$ cat config.mk
export PLATFORM = sky130hd
export DESIGN_NAME = scl_clock_gen
export DESIGN_NICKNAME = d
export VERILOG_FILES = /design/src/rtl/sclgen_pkg.sv /design/src/rtl/scl_prescaler.sv /design/src/rtl/scl_phase_timer.sv /design/src/rtl/scl_clock_gen.sv
export SDC_FILE = /design/constraint.sdc
export NUM_CORES = 1
export LEC_CHECK = 0
export BUFFER_PORTS_ARGS = -buffer_cell sky130_fd_sc_hd__buf_2
export CAP_MARGIN = 20
export CORE_MARGIN = 3
export CORE_UTILIZATION = 40
export CTS_CLUSTER_DIAMETER = 150
export CTS_CLUSTER_SIZE = 25
export DETAILED_ROUTE_END_ITERATION = 6
export MAX_ROUTING_LAYER = met4
export PLACE_DENSITY = 0.67
export RECOVER_POWER = 50
export SYNTH_ARGS = -nofsm -noshare
export SYNTH_HDL_FRONTEND = slang
export SYNTH_SLANG_ARGS = --single-unit
$ cat constraint.sdc
create_clock -name clk_i -period 5.7 [get_ports clk_i]
set_clock_uncertainty 0.15 [all_clocks]
set_input_delay 0.285 -clock clk_i [delete_from_list [all_inputs] [get_ports clk_i]]
set_output_delay 0.285 -clock clk_i [all_outputs]
set_load 0.005 [all_outputs]
$ cat src/rtl/sclgen_pkg.sv
package sclgen_pkg;
  typedef enum logic [1:0] {PH_IDLE, PH_LOW, PH_HIGH} phase_e;

  // phase extension chosen by prescaler setting
  function automatic logic [2:0] phase_offset(input logic psc_zero, input logic psc_one);
    if (psc_zero)     return 3'd7;
    else if (psc_one) return 3'd6;
    else              return 3'd5;
  endfunction
endpackage

$ cat src/rtl/scl_prescaler.sv
module scl_prescaler #(
  parameter int PSC_W = 8
) (
  input  logic             clk_i,
  input  logic             rst_ni,
  input  logic             clear_i,
  input  logic [PSC_W-1:0] psc_i,
  input  logic             en_i,
  output logic             tick_o
);
  logic [PSC_W-1:0] psc_q;
  logic [PSC_W-1:0] cnt_q;

  always_ff @(posedge clk_i or negedge rst_ni) begin
    if (!rst_ni) begin
      psc_q <= '0;
      cnt_q <= '0;
    end else if (clear_i) begin
      psc_q <= psc_i;
      cnt_q <= '0;
    end else if (en_i) begin
      cnt_q <= (cnt_q == psc_q) ? '0 : cnt_q + 1'b1;
    end
  end

  assign tick_o = en_i && (cnt_q == psc_q);

  p_cnt_in_range_r9: assert property (@(posedge clk_i) disable iff (!rst_ni)
    cnt_q <= psc_q);
  p_psc_held_r9: assert property (@(posedge clk_i) disable iff (!rst_ni)
    !clear_i |=> $stable(psc_q));
endmodule

$ cat src/rtl/scl_phase_timer.sv
module scl_phase_timer #(
  parameter int CNT_W = 16,
  localparam int LD_W = CNT_W + 1
) (
  input  logic            clk_i,
  input  logic            rst_ni,
  input  logic            load_i,
  input  logic [LD_W-1:0] load_val_i,
  input  logic            tick_i,
  output logic            done_o
);
  logic [LD_W-1:0] rem_q;

  always_ff @(posedge clk_i or negedge rst_ni) begin
    if (!rst_ni)            rem_q <= '0;
    else if (load_i)        rem_q <= load_val_i;
    else if (tick_i && rem_q != '0) rem_q <= rem_q - 1'b1;
  end

  assign done_o = tick_i && (rem_q == '0);

  p_rem_hold_r3: assert property (@(posedge clk_i) disable iff (!rst_ni)
    (!load_i && !tick_i) |=> $stable(rem_q));
  p_no_underflow_r3: assert property (@(posedge clk_i) disable iff (!rst_ni)
    (tick_i && rem_q == '0) |-> load_i);
endmodule

$ cat src/rtl/scl_clock_gen.sv
module scl_clock_gen
  import sclgen_pkg::*;
#(
  parameter int PSC_W = 8,
  parameter int CNT_W = 16
) (
  input  logic             clk_i,
  input  logic             rst_ni,
  input  logic             run_i,
  input  logic             start_i,
  input  logic [PSC_W-1:0] psc_i,
  input  logic [CNT_W-1:0] low_cnt_i,
  input  logic [CNT_W-1:0] high_cnt_i,
  output logic             scl_o,
  output logic             fall_o,
  output logic             rise_o
);
  localparam int LD_W = CNT_W + 1;

  phase_e          phase_q;
  logic            scl_q, fall_q, rise_q;
  logic [2:0]      d_q, d_live, d_use;
  logic            busy, start_go, tick, done, boundary, load;
  logic [CNT_W-1:0] next_cnt;
  logic [LD_W-1:0]  load_val;

  assign busy     = (phase_q != PH_IDLE);
  assign start_go = run_i && !busy && start_i;
  assign boundary = run_i && busy && done;
  assign load     = start_go || boundary;
  assign d_live   = phase_offset(psc_i == '0, psc_i == PSC_W'(1));
  assign d_use    = start_go ? d_live : d_q;
  // low first after start; otherwise the phase opposite to the current one
  assign next_cnt = (start_go || phase_q == PH_HIGH) ? low_cnt_i : high_cnt_i;
  assign load_val = {1'b0, next_cnt} + LD_W'(d_use) - LD_W'(1);

  scl_prescaler #(.PSC_W(PSC_W)) u_psc (
    .clk_i  (clk_i),
    .rst_ni (rst_ni),
    .clear_i(start_go),
    .psc_i  (psc_i),
    .en_i   (run_i && busy),
    .tick_o (tick)
  );

  scl_phase_timer #(.CNT_W(CNT_W)) u_tmr (
    .clk_i     (clk_i),
    .rst_ni    (rst_ni),
    .load_i    (load),
    .load_val_i(load_val),
    .tick_i    (tick),
    .done_o    (done)
  );

  always_ff @(posedge clk_i or negedge rst_ni) begin
    if (!rst_ni) begin
      phase_q <= PH_IDLE;
      scl_q   <= 1'b1;
      fall_q  <= 1'b0;
      rise_q  <= 1'b0;
      d_q     <= 3'd7;
    end else if (!run_i) begin
      phase_q <= PH_IDLE;
      scl_q   <= 1'b1;
      fall_q  <= 1'b0;
      rise_q  <= 1'b0;
    end else if (start_go) begin
      phase_q <= PH_LOW;
      scl_q   <= 1'b0;
      fall_q  <= 1'b1;
      rise_q  <= 1'b0;
      d_q     <= d_live;
    end else if (boundary) begin
      phase_q <= (phase_q == PH_LOW) ? PH_HIGH : PH_LOW;
      scl_q   <= (phase_q == PH_LOW);
      fall_q  <= (phase_q == PH_HIGH);
      rise_q  <= (phase_q == PH_LOW);
    end else begin
      fall_q  <= 1'b0;
      rise_q  <= 1'b0;
    end
  end

  assign scl_o  = scl_q;
  assign fall_o = fall_q;
  assign rise_o = rise_q;

  p_idle_high_r1: assert property (@(posedge clk_i) disable iff (!rst_ni)
    (phase_q == PH_IDLE) |-> (scl_q && !fall_q && !rise_q));
  p_start_low_r2: assert property (@(posedge clk_i) disable iff (!rst_ni)
    start_go |=> (fall_q && !scl_q));
  p_fall_edge_r7: assert property (@(posedge clk_i) disable iff (!rst_ni)
    fall_q |-> (!scl_q && $past(scl_q)));
  p_rise_edge_r7: assert property (@(posedge clk_i) disable iff (!rst_ni)
    rise_q |-> (scl_q && !$past(scl_q)));
  p_one_strobe_r7: assert property (@(posedge clk_i) disable iff (!rst_ni)
    !(fall_q && rise_q));
  p_run_low_r10: assert property (@(posedge clk_i) disable iff (!rst_ni)
    !run_i |=> (scl_q && !fall_q && !rise_q));
  p_busy_start_r11: assert property (@(posedge clk_i) disable iff (!rst_ni)
    (busy && run_i && !done) |=> $stable(scl_q));
endmodule

Word-level counts from Yosys, hierarchy flattened. Cells that the tools add are included.

Mux-type cells: 22. Equality and inequality tests: 5. Reductions and logical operators: 16. $add $sub $neg: 4.

Operators by type and width (number): $mux W17 (2); $sub A17 B1 Y17 const B (2); $mux W8 (3); $add A16 B3 Y17 (1); $logic_not A17 Y1 (1); $reduce_bool A17 Y1 (1); $mux W16 (1); $mux W2 (5); $mux W1 (9); $add A8 B1 Y8 const B (1); $eq A8 B1 Y1 const B (1); $eq A8 B8 Y1 (1); $logic_not A8 Y1 (1); $logic_and A1 B1 Y1 (7); $mux W3 (2); $reduce_bool A2 Y1 (3); $ne A3 B1 Y1 const B (1); $eq A2 B1 Y1 const B (1); $eq A2 B2 Y1 const B (1); $logic_or A1 B1 Y1 (2); $logic_not A1 Y1 (1).

Word-level logic and storage cells: 55. Input port bits: 44. Output and inout port bits: 3. Register bits after elaboration: 41.

Logic depth before layout (Yosys ltp). Gate-level depths: netlist of run 1.

Depth in word-level cells: 9. Gate-level depth with buffers: 17. Gate-level depth less buffers: 16.

Cells and area by module. Synthesis of run 1 repeated with hierarchy kept, for this count alone.

Cells, all modules: 389. Area, all modules: 3498.4 um2.

By module, submodules not included: scl_clock_gen (seq. area each 205.2 um2, cells an instance 188, instances 1, area each 1503.9 um2); scl_phase_timer (seq. area each 425.4 um2, cells an instance 133, instances 1, area each 1164.9 um2); scl_prescaler (seq. area each 400.4 um2, cells an instance 68, instances 1, area each 829.5 um2).

Worst setup path before layout of run 1. No wires, ideal clock.

Path type: in2reg. Start point: input port run_i. End point: register u_tmr.rem_q[15]. Required time: 5426 ps. Stages on the path: 16. Setup slack: 1296 ps. Library setup time: 124 ps. Path buffers: 2. Data arrival time: 4131 ps. Cell sequence: clkbuf_1 -> a21oi_1 -> nor2_1 -> clkbuf_1 -> mux2i_1 -> ha_1 -> inv_1 -> ha_1 -> fa_1 -> a21o_1 -> a221oi_1 -> a21oi_1 -> a221o_1 -> o31ai_1 -> xor2_1 -> o21ai_1.

Longest elaborated chain between the ends: 7. Elaborated cells on any way between the ends: 15. Those cells by class: add/sub (2); mux (3); reduce/logical (10).

Ends and longest elaborated chain: from (decl) (RTL line scl_clock_gen.sv:9) `input logic run_i,`; $logic_and A1 B1 Y1 (2 in series) (RTL line scl_clock_gen.sv:28) `assign start_go = run_i && !busy && start_i;`; $logic_or A1 B1 Y1 (RTL line scl_clock_gen.sv:34) `assign next_cnt = (start_go || phase_q == PH_HIGH) ? low_cnt_i : high_cnt_i;`; $mux W16 (RTL line scl_clock_gen.sv:34); $add A16 B3 Y17 (RTL line scl_clock_gen.sv:35) `assign load_val = {1'b0, next_cnt} + LD_W'(d_use) - LD_W'(1);`; $sub A17 B1 Y17 (RTL line scl_clock_gen.sv:35); $mux W17 (RTL line scl_phase_timer.sv:16) `else if (load_i) rem_q <= load_val_i;`; to (signal assigned) (RTL line scl_phase_timer.sv:16); to (signal assigned) (RTL line scl_phase_timer.sv:17) `else if (tick_i && rem_q != '0) rem_q <= rem_q - 1'b1;`; to (decl) (RTL line scl_phase_timer.sv:12) `logic [LD_W-1:0] rem_q;`.

Several ways; a longest one is shown, not always the timed one. A chain may end at the register's enable or synchronous reset.

Worst setup path in the final report of run 1.
Start point: register phase_q[0]. End point: register u_tmr.rem_q[15].

Longest elaborated chain between the ends: 9. Elaborated cells on any way between the ends: 18. Those cells by class: add/sub (2); eq/ne (1); mux (3); reduce/logical (12).

Ends and longest elaborated chain: from (decl) (RTL line scl_clock_gen.sv:20) `phase_e phase_q;`; from (signal assigned) (RTL line scl_clock_gen.sv:74) `phase_q <= (phase_q == PH_LOW) ? PH_HIGH : PH_LOW;`; $reduce_bool A2 Y1 (RTL line scl_clock_gen.sv:27) `assign busy = (phase_q != PH_IDLE);`; $logic_not A1 Y1 (RTL line scl_clock_gen.sv:28); $logic_and A1 B1 Y1 (2 in series) (RTL line scl_clock_gen.sv:28); $logic_or A1 B1 Y1 (RTL line scl_clock_gen.sv:34); $mux W16 (RTL line scl_clock_gen.sv:34); $add A16 B3 Y17 (RTL line scl_clock_gen.sv:35); $sub A17 B1 Y17 (RTL line scl_clock_gen.sv:35); $mux W17 (RTL line scl_phase_timer.sv:16).

Several ways; a longest one is shown, not always the timed one.

==> results of run 1 <==
critical path, stage by stage (launching register included):
cell and delay (ps):
dfrtp_1 440, nor2_1 180, and3_1 460, nand2_1 130, o22a_1 190, inv_1 60
ha_1 130, inv_1 50, ha_1 200, fa_1 400, a21o_1 210, a221oi_1 440
a21oi_1 180, a221o_1 380, o31ai_1 280, xor2_1 170, o21ai_1 70
cell families after synthesis:
kind of cell	synth area share
AND/OR/NAND/NOR	0.203
flip-flops	0.332
adder cells (fa/ha/maj)	0.0870
buffers and inverters	0.0572
AO/OA/AOI/OAI	0.195
multiplexers	0.0520
XOR/XNOR	0.0733
final cells by class:
class	count	area, µm²
multi-input combinational	282	1900
fill	727	3920
timing repair buffer	49	250
tap	99	124
sequential	41	1030
clock inverter	1	5.00
clock buffer	7	76.3
inverter	28	105
cell usage after synthesis (3+ instances only):
master,number,area (µm²)
inv_1,28,105
mux2i_1,15,150
xnor2_1,14,123
a21oi_1,30,150
dfrtp_1,37,926
a21o_1,7,52.6
clkbuf_1,8,30.0
dfstp_2,4,105
and3_1,7,43.8
or4_4,3,33.8
nand2_1,42,158
ha_1,20,250
o211ai_1,3,22.5
or3_1,7,43.8
a31oi_1,4,25.0
xor2_1,12,105
nand3_1,5,25.0
nor4_1,4,25.0
nand2b_1,5,31.3
o21ai_0,29,145
or4_1,3,22.5
nor3_1,8,40.0
nor2_1,20,75.1
o21ai_1,8,40.0
cells in the final DEF, fill, tap and decap left out, types with 3 or more instances in the layout:
| cell | instances |
|---|---|
| a21o_1 | 7 |
| nand3_1 | 5 |
| buf_2 | 44 |
| nand2_1 | 42 |
| clkbuf_1 | 4 |
| nor3_1 | 8 |
| a31oi_1 | 4 |
| mux2i_1 | 15 |
| o21ai_0 | 29 |
| or3_1 | 7 |
| nand2b_1 | 5 |
| nor2_1 | 19 |
| dfrtp_1 | 37 |
| or4_1 | 3 |
| o21ai_1 | 8 |
| and3_1 | 7 |
| dfstp_2 | 4 |
| or4_4 | 3 |
| inv_1 | 28 |
| a21oi_1 | 30 |
| ha_1 | 20 |
| nor4_1 | 4 |
| clkbuf_8 | 5 |
| buf_4 | 3 |
| xnor2_1 | 14 |
| o211ai_1 | 3 |
| xor2_1 | 12 |
worst max-delay path by stage:
stage / slack, ps / start / end
floorplan: 1300 / run_i / u_tmr.rem_q[15]$_DFFE_PN0P_
global placement: 1490 / run_i / u_tmr.rem_q[15]$_DFFE_PN0P_
detailed placement: 1380 / run_i / u_tmr.rem_q[15]$_DFFE_PN0P_
CTS: 1440 / phase_q[0]$_DFFE_PN0P_ / u_tmr.rem_q[15]$_DFFE_PN0P_
global route: 1070 / phase_q[0]$_DFFE_PN0P_ / u_tmr.rem_q[15]$_DFFE_PN0P_
finish: 1450 / phase_q[0]$_DFFE_PN0P_ / u_tmr.rem_q[15]$_DFFE_PN0P_
routing by layer:
layer,wire length (µm),vias to the layer above,GRT usage
li1,-,1381,-
met3,210,4,0.0224
met5,0,-,-
met2,3220,48,0.257
met4,44,0,0.0361
met1,3200,1257,0.207
report_power, final:
part           switching (µW)  total (µW)  internal (µW)
sequential               57.1         403            346
combinational             169         309            140
clock                    96.4         182           86.0
registers in the layout, indices dropped and copies added, names as in the netlist:
| signal | flops |
|---|---|
| u_tmr.rem_q | 17 |
| rise_o | 1 |
| u_psc.psc_q | 8 |
| phase_q | 2 |
| u_psc.cnt_q | 8 |
| fall_o | 1 |
| scl_o | 1 |
| d_q | 3 |
through the flow:
stage	total power, µW	hold slack [ps]	cells	setup WS, ps
4_1_cts	901	6.28	506	1440
3_5_place_dp	716	322	498	1380
2_1_floorplan	634	-161	362	1300
3_3_place_gp	706	319	498	1490
6_report	894	40.1	507	1450
5_1_grt	962	43.0	507	1070
==> metrics.txt, run 1 <==
leakage 0.00162 µW; Arr. time, crit path about 4300 ps; setup TNS 0 ps; Max Cap Viol 1; CTS tree done; RSZ-0062 raised after global routing no; Iter 0 DRT Violations 91; CTS Buf Count 5; H-tree levels 2; vias in the first global route 2490; minimum clock period 4250 ps; EDFF count, synth 0; startpoint types flop; gr ovfl total 0; row cnt 31; Reg2Reg Capture Point u_tmr.rem_q[15]$_DFFE_PN0P_; status finished, violations left; Mapped Avg Cell Area approximately 8.6 µm²; area of the die between 0.008 and 0.009 mm²; HP Start psc_i[3]; CTS Hold Buffers Added 0; largest net degree at the start of global routing 42; period utilization 0.745; WHS Path Cells 3; final wirelength 6.67 mm; synthesized cell area 0.00311 mm²; register-to-register setup slack 1450 ps; asr flop ratio synth 1.00; Worst Tran Pin Value 2190 ps; Routed Antenna Nets 0; Power Density approximately 260 mW/mm²; Via Count about 2700; initial antenna violation count 0; Required @ worst endpoint approximately 5700 ps; DRC 0; worst reg2reg path depth 16; syn nets 427; antenna fix cells 0; Root Driver clkbuf_8; Post-CTS Setup Bufs 0; register bit total from synthesis 41; via density per instance approximately 5.3; type of the worst setup path reg2reg; sequential area share after synthesis 0.332; fmax about 240 MHz; crit path max fanout 12; drt wl/cell 13.2 µm; worst rel slew slack -0.462; TritonRoute pass-1 iters 4; Die Y between 90 and 100 µm; Final Wtd Congestion 0.772; starting density of the core 0.419; violated checks capacitance limit, slew limit; WHS Endpoint u_psc.psc_q[3]$_DFFE_PN0N_; Clock Latency Late Sink 290 ps; io pins 47; post-synthesis cell count 362; die width around 94 µm; clock sink count about 40; area grow syn2layout 12.4%; CTS-repair resized insts 0; Hold Crit Class in2reg; Synth Flop Type dfrtp_1; CP Capture Type flop; dpl hpwl 5.06 mm; final hold vios 0; Core Box Area 0.00741 mm²; reg-to-reg startpoint phase_q[0]$_DFFE_PN0P_; synth unique cells 55; Final Util 0.471; max-slew violation count 42; Clock transition at path regs 80 ps; nets 472; Final Cell Area 0.00349 mm²; Setup Viol. Count Final 0; layout cell share with drive strength beyond 1 0.181; buffer levels on the longest clock path 2; Yosys warnings 0; peak supply drop 89.2 µV; first-pass GRT wire length 11.2 mm; GRT Overall Usage 0.157; DP Area 0.00340 mm²; input/output buffers 46
Note: power is estimated with default switching activity, not from simulation.
==> run 2: changes to the inputs <==
clock period = 4.1 ns   (was 5.7 ns; I/O delays follow)
==> metrics.txt, run 2 (synthesis results as in run 1) <==
Hold WS 33.5 ps (was 40.1 ps); WHS Path Cells 2 (was 3); type of the worst setup path in2reg (was reg2reg); CP Capture Type flop (unchanged); Routed Antenna Nets 0 (unchanged); Hold Crit Class in2reg (unchanged); drt wl/cell 13.2 µm (about the same); filler instances 729 (was 727); largest net degree at the start of global routing 42 (unchanged); sequential power share 0.442 (was 0.451); DRC 0 (unchanged); most frequent cells in the layout 44 x buf_2, 42 x nand2_1, 37 x dfrtp_1 (unchanged); Arr. time, crit path 3890 ps (was 4280 ps); antenna fix cells 0 (unchanged); WHS Endpoint scl_o$_DFFE_PN1P_ (was u_psc.psc_q[3]$_DFFE_PN0N_); share of total power in combinational logic 0.354 (was 0.345); Die Y 94.1 µm (unchanged); setup TNS 0 ps (unchanged); Crit-path slowest cell dlygate4sd3_1 (was and3_1); met1 Use GR 0.223 (was 0.207); CP max stage delay 530 ps (was 460 ps); CTS Buf Count 5 (unchanged); Sw Share 0.364 (was 0.360); Clock Latency Late Sink 300 ps (was 290 ps); Final Wtd Congestion 0.785 (was 0.772); first-pass GRT wire length 11.6 mm (was 11.2 mm); GRT Overall Usage 0.165 (was 0.157); Required @ worst endpoint 4130 ps (was 5730 ps); period utilization 0.943; Int Power 807 µW (was 572 µW); Via Count 2710 (was 2690); final wirelength 6.86 mm (was 6.67 mm); status finished, violations left (unchanged); Seq. cell area 0.00103 mm² (unchanged); Multi-input gate area 0.00193 mm² (was 0.00190 mm²); GR Layer Usage met2 0.260 (was 0.257); worst reg2reg path depth 17 (was 16); io pins 47 (unchanged); row cnt 31 (unchanged); fmax 259 MHz; TritonRoute pass-1 iters 4 (unchanged); worst path buffer plus inverter count 5 (was 2); Clock power frac 0.204 (about the same); nets 484 (was 472); die width 94.1 µm (unchanged); peak supply drop 151 µV (was 89.2 µV); violated checks capacitance limit, slew limit (unchanged); gr ovfl total 0 (unchanged); max-slew violation count 42 (unchanged); Clock transition at path regs 80 ps (about the same); HP Start run_i (was psc_i[3]); final hold vios 0 (unchanged); buffer levels on the longest clock path 2 (unchanged); via density per instance 5.22 (was 5.31); clock sink count 41 (unchanged); Worst Tran Pin Value 2220 ps (was 2190 ps); Most Used Layer, Global Route met2 (unchanged); NetSw 462 µW (was 322 µW); reg-to-reg startpoint phase_q[0]$_DFFE_PN0P_ (unchanged); H-tree levels 2 (unchanged); CTS tree done (unchanged); Setup Viol. Count Final 0 (unchanged); minimum clock period 3870 ps; area of the die 0.00886 mm² (unchanged); register-to-register setup slack 300 ps (was 1450 ps); Root Driver clkbuf_8 (unchanged); largest register by flop count u_tmr.rem_q (unchanged); Power Density 350 mW/mm² (was 256 mW/mm²); startpoint types input pin (was flop); Worst path top cell family by delay compound AO/OA/AOI/OAI gates (unchanged); RSZ-0062 raised after global routing no (unchanged); routing usage on met3 0.0264 (was 0.0224); dpl hpwl 5.06 mm (about the same); vias in the first global route 2515 (was 2490); worst rel slew slack -0.482 (was -0.462); input/output buffers 46 (unchanged); starting density of the core 0.419 (unchanged); most common cell after layout, fill and taps aside buf_2 (unchanged); Largest regs u_tmr.rem_q x17, u_psc.cnt_q x8, u_psc.psc_q x8 (unchanged); sequence of cells on the critical path dlygate4sd3_1, buf_2, nor4_4, nand2_1, o21ai_2, inv_1, ha_1, inv_1, ha_1, fa_2, a21o_1, a221oi_2, buf_4, a21oi_1, a221o_1, o31ai_2, xor2_1, o21ai_1 (was nor2_1, and3_1, nand2_1, o22a_1, inv_1, ha_1, inv_1, ha_1, fa_1, a21o_1, a221oi_1, a21oi_1, a221o_1, o31ai_1, xor2_1, o21ai_1); Reg2Reg Capture Point u_tmr.rem_q[15]$_DFFE_PN0P_ (unchanged); layout cell share with drive strength beyond 1 0.193 (was 0.181); Largest register FFs 17 (unchanged); Core Box Area 0.00741 mm² (unchanged); Iter 0 DRT Violations 90 (was 91); initial antenna violation count 0 (unchanged); area grow syn2layout 17.0% (was 12.4%); leakage 0.00168 µW (was 0.00162 µW); Max Cap Viol 1 (unchanged); crit path max fanout 3 (was 12)
==> run 2: per-stage QoR <==
stage / setup WS [ps] / std cells / total power [µW] / cell area [µm²] / utilization
3_5_place_dp: 209 / 501 / 997 / 3430 / 0.463
2_1_floorplan: 109 / 362 / 882 / 3110 / -
5_1_grt: 17.3 / 519 / 1370 / 3630 / 0.490
6_report: 233 / 519 / 1270 / 3630 / 0.490
3_3_place_gp: 308 / 501 / 987 / 3430 / 0.463
4_1_cts: 16.9 / 518 / 1260 / 3600 / 0.486
==> run 2: worst register-to-register path, stage by stage (launching register included) <==
cell and delay (ps):
dfrtp_1 440, nor2_1 160, and3_1 290, nand2_1 100, o22a_1 190, inv_1 60
ha_1 140, inv_1 40, ha_1 210, fa_2 360, a21o_1 210, a221oi_2 220
buf_4 160, a21oi_1 80, a221o_1 400, o31ai_2 250, xor2_1 170, o21ai_1 70
==> run 2: final cells by class <==
type,instances,share of cell area
Inverter,28,0.0289
Clock inverter,2,0.00276
Tap cell,99,0.0341
Sequential cell,41,0.284
Multi-Input combinational cell,282,0.530
Timing Repair Buffer,61,0.0999
Clock buffer,6,0.0200
==> run 2: repair_timing <==
item                       CTS  global route
hold endpoints to repair    45             0
resized for setup            0             7
setup endpoints to repair    0             2
buffers inserted             0             1
hold buffers                 9             0
==> run 2: layer usage <==
metal	up-vias	wire length, µm	share of wire
li1	1398	-	-
met4	0	51	0.0074
met2	46	3240	0.47
met5	-	0	0
met1	1259	3320	0.48
met3	7	244	0.036
==> run 2: power groups by stage <==
stage          registers, µW  logic (µW)  clock network [µW]
3_5_place_dp             566         431                   0
6_report                 561         449                 259
3_3_place_gp             564         423                   0
2_1_floorplan            544         337                   0
4_1_cts                  559         439                 262
5_1_grt                  575         510                 283
==> run 2: how the worst max path moves through the flow <==
stage / start / endpoint / cells past startpoint
2_1_floorplan: run_i / u_tmr.rem_q[15]$_DFFE_PN0P_ / 16
6_report: psc_i[6] / u_tmr.rem_q[15]$_DFFE_PN0P_ / 18
3_3_place_gp: phase_q[0]$_DFFE_PN0P_ / u_tmr.rem_q[15]$_DFFE_PN0P_ / 17
5_1_grt: psc_i[6] / u_tmr.rem_q[15]$_DFFE_PN0P_ / 18
3_5_place_dp: phase_q[0]$_DFFE_PN0P_ / u_tmr.rem_q[15]$_DFFE_PN0P_ / 17
4_1_cts: psc_i[6] / u_tmr.rem_q[15]$_DFFE_PN0P_ / 18
==> run 3: changes to the inputs <==
ABC_AREA = 1   (was not set)
CORE_UTILIZATION = 55   (was 40)
PLACE_DENSITY = 0.84   (was 0.67)
SLEW_MARGIN = 20   (was not set)
==> metrics.txt, run 3 <==
CP Capture Type flop (unchanged); worst rel slew slack -0.523 (was -0.482); peak supply drop 166 µV (was 151 µV); status finished, violations left (unchanged); crit path max fanout 3 (unchanged); post-synth top area share 0.246 (was 0.298); antenna fix cells 0 (unchanged); Post-synth top cells 196 x nand2_1, 93 x inv_1, 56 x nor2_1, 37 x dfrtp_1 (was 42 x nand2_1, 37 x dfrtp_1, 30 x a21oi_1, 29 x o21ai_0, 28 x inv_1); NetSw 702 µW (was 462 µW); DRC 0 (unchanged); TritonRoute pass-1 iters 5 (was 4); syn nets 649 (was 427); dominant cell type by area after synthesis dfrtp_1 (unchanged); final hold vios 0 (unchanged); clock sink count 41 (unchanged); Core Box Area 0.00649 mm² (was 0.00741 mm²); GR Layer Usage met2 0.394 (was 0.260); type of the worst setup path in2reg (unchanged); H-tree levels 2 (unchanged); Int Power 948 µW (was 807 µW); Non-Filler Instances 715 (was 519); Most Used Layer, Global Route met2 (unchanged); buffer levels on the longest clock path 2 (unchanged); Worst Tran Pin Value 2280 ps (was 2220 ps); gr ovfl total 0 (unchanged); most numerous cell in the Yosys netlist nand2_1 (unchanged); mux cell area share after synthesis 0.00799 (was 0.0520); Clock Latency Late Sink 300 ps (about the same); largest net degree at the start of global routing 42 (unchanged); Die Y 88.7 µm (was 94.1 µm); drt wl/cell 12.4 µm (was 13.2 µm); Final Wtd Congestion 0.941 (was 0.785); routing usage on met3 0.0363 (was 0.0264); Arr. time, crit path 3320 ps (was 3890 ps); Clock transition at path regs 90 ps (was 80 ps); Largest register FFs 17 (unchanged); vias in the first global route 3373 (was 2515); asr flop ratio synth 1.00 (unchanged); Root Driver clkbuf_8 (unchanged); largest family of logic cells by synthesized area simple AND/OR/NAND/NOR gates (unchanged); largest register by flop count u_tmr.rem_q (unchanged); row cnt 29 (was 31); share of total power in combinational logic 0.441 (was 0.354); Yosys warnings 0 (unchanged); via density per instance 5.26 (was 5.22); RSZ-0062 raised after global routing no (unchanged); most common cell after layout, fill and taps aside nand2_1 (was buf_2); violated checks capacitance limit, slew limit (unchanged); nets 702 (was 484); initial antenna violation count 0 (unchanged); CTS-repair resized insts 0 (unchanged); dpl hpwl 6.82 mm (was 5.06 mm); Hold Crit Class in2reg (unchanged); io pins 47 (unchanged); fmax 304 MHz (was 259 MHz); met1 Use GR 0.326 (was 0.223); synthesized cell area 0.00376 mm² (was 0.00311 mm²); Mapped Avg Cell Area 6.44 µm² (was 8.58 µm²); Power Density 393 mW/mm² (was 350 mW/mm²); synth unique cells 37 (was 55); Iter 0 DRT Violations 269 (was 90); leakage 0.00233 µW (was 0.00168 µW); top cells by area, synth dfrtp_1 25%, nand2_1 20%, inv_1 9.3%, ha_1 6.7%, nor2_1 5.6% (was dfrtp_1 30%, ha_1 8.1%, nand2_1 5.1%, a21oi_1 4.8%, mux2i_1 4.8%); Synth Area in Simple Gates 0.385 (was 0.203); startpoint types input pin (unchanged); final wirelength 8.87 mm (was 6.86 mm); Required @ worst endpoint 4140 ps (was 4130 ps); post-synthesis compound-gate area fraction 0.0839 (was 0.195); register-to-register setup slack 860 ps (was 300 ps); first-pass GRT wire length 15.0 mm (was 11.6 mm); GRT Overall Usage 0.248 (was 0.165); Max Cap Viol 1 (unchanged); max-slew violation count 42 (unchanged); post-synthesis cell count 584 (was 362); Setup Viol. Count Final 0 (unchanged); minimum clock period 3290 ps (was 3870 ps); area grow syn2layout 11.7% (was 17.0%); CTS Buf Count 5 (unchanged); Largest regs u_tmr.rem_q x17, u_psc.cnt_q x8, u_psc.psc_q x8 (unchanged); Adder-Cell Fraction of Synth Area 0.0719 (was 0.0870); register bit total from synthesis 41 (unchanged); most frequent cells in the layout 196 x nand2_1, 94 x inv_1, 56 x nor2_1 (was 44 x buf_2, 42 x nand2_1, 37 x dfrtp_1); placed cells 700 (was 501); area of the die 0.00786 mm² (was 0.00886 mm²); input/output buffers 46 (unchanged); Post-CTS Setup Bufs 0 (unchanged); Synth Flop Type dfrtp_1 (unchanged); Clock power frac 0.202 (was 0.204); layout cell share with drive strength beyond 1 0.146 (was 0.193); CTS Hold Buffers Added 7 (was 9); CTS tree done (unchanged); Final Cell Area 0.00420 mm² (was 0.00363 mm²); sequential area share after synthesis 0.274 (was 0.332); starting density of the core 0.579 (was 0.419); sequential power share 0.357 (was 0.442); period utilization 0.801 (was 0.943); Sw Share 0.426 (was 0.364); Via Count 3758 (was 2710); EDFF count, synth 0 (unchanged); die width 88.7 µm (was 94.1 µm); DP Area 0.00403 mm² (was 0.00343 mm²); setup TNS 0 ps (unchanged); Synth Area in XOR/XNOR 0.0559 (was 0.0733); Routed Antenna Nets 0 (unchanged)
[run 3: changes by cell type after synthesis, moves of 7 or more]
cell,delta
mux2i_1,-12
and3_1,-7
inv_2,+8
o22ai_1,+8
nand2_2,+8
a21o_1,-7
nor2_1,+36
a21oi_1,-15
inv_1,+65
xnor2_1,-7
nand3_1,+24
nand2_1,+154
or3_1,-7
[run 3: kinds of logic (layout without fill, tap and decap cells)]
logic type                 after synthesis  count (layout)
adders and majority gates               21              21
AOI/OAI and AO/OA                       59              59
xor gates and xnor gates                24              24
muxes                                    3               3
and+or+nand+nor                        326             326
buffers and inverters                  110             164
DFF                                     41              41
[run 3: cell type report]
cell class	count	area (µm²)
timing repair buffer	55	313
inverter	101	379
fill	582	2290
sequential	41	1030
clock inverter	2	38.8
clock buffer	6	72.6
tap	77	96.3
multi-input combinational	433	2270
[run 3: worst max-delay path: stages]
cell	delay, ps
dlygate4sd3_1	530
buf_2	130
nor2_1	80
nand2_1	90
nor4_1	250
nand2_1	130
nand2_1	100
inv_1	40
ha_1	260
inv_1	40
ha_1	230
fa_1	420
nand2_1	110
nand3_1	80
and2_1	180
nand3_1	110
nand3_1	90
nand2_1	70
nand3_1	70
nand2_1	60
nor2_1	30
[run 3: final timing paths]
| check | from | end | cells after the start |
|---|---|---|---|
| min reg2reg | d_q[1]$_DFFE_PN1P_ | d_q[1]$_DFFE_PN1P_ | 2 |
| max | psc_i[6] | u_tmr.rem_q[13]$_DFFE_PN0P_ | 21 |
| max reg2reg | phase_q[1]$_DFFE_PN0P_ | u_tmr.rem_q[13]$_DFFE_PN0P_ | 19 |
| min in group asynchronous | rst_ni | u_psc.psc_q[6]$_DFFE_PN0N_ | 2 |
| min | psc_i[7] | u_psc.psc_q[7]$_DFFE_PN0N_ | 3 |
| max in group asynchronous | rst_ni | u_tmr.rem_q[13]$_DFFE_PN0P_ | 2 |
[run 3: stage by stage]
| step | power, µW | util | worst slack, ps | hold WS, ps |
|---|---|---|---|---|
| 4_1_cts | 1640 | 0.648 | 867 | 9.12 |
| 3_5_place_dp | 1290 | 0.620 | 984 | 247 |
| 2_1_floorplan | 1140 | - | 1200 | -241 |
| 3_3_place_gp | 1270 | 0.620 | 1110 | 241 |
| 5_1_grt | 1780 | 0.647 | 566 | 20.9 |
| 6_report | 1650 | 0.647 | 815 | 5.10 |
[run 3: metal layers]
metal	up-vias	part of all wire
met5	-	0
met4	0	0.020
met3	19	0.073
met2	160	0.45
met1	1672	0.45
li1	1907	-
[run 3: power by group through the flow]
stage	Sequential [µW]	Combinational [µW]	Clock, µW
4_1_cts	586	719	334
6_report	589	727	334
3_3_place_gp	587	685	0
3_5_place_dp	590	703	0
2_1_floorplan	570	565	0
5_1_grt	601	825	359
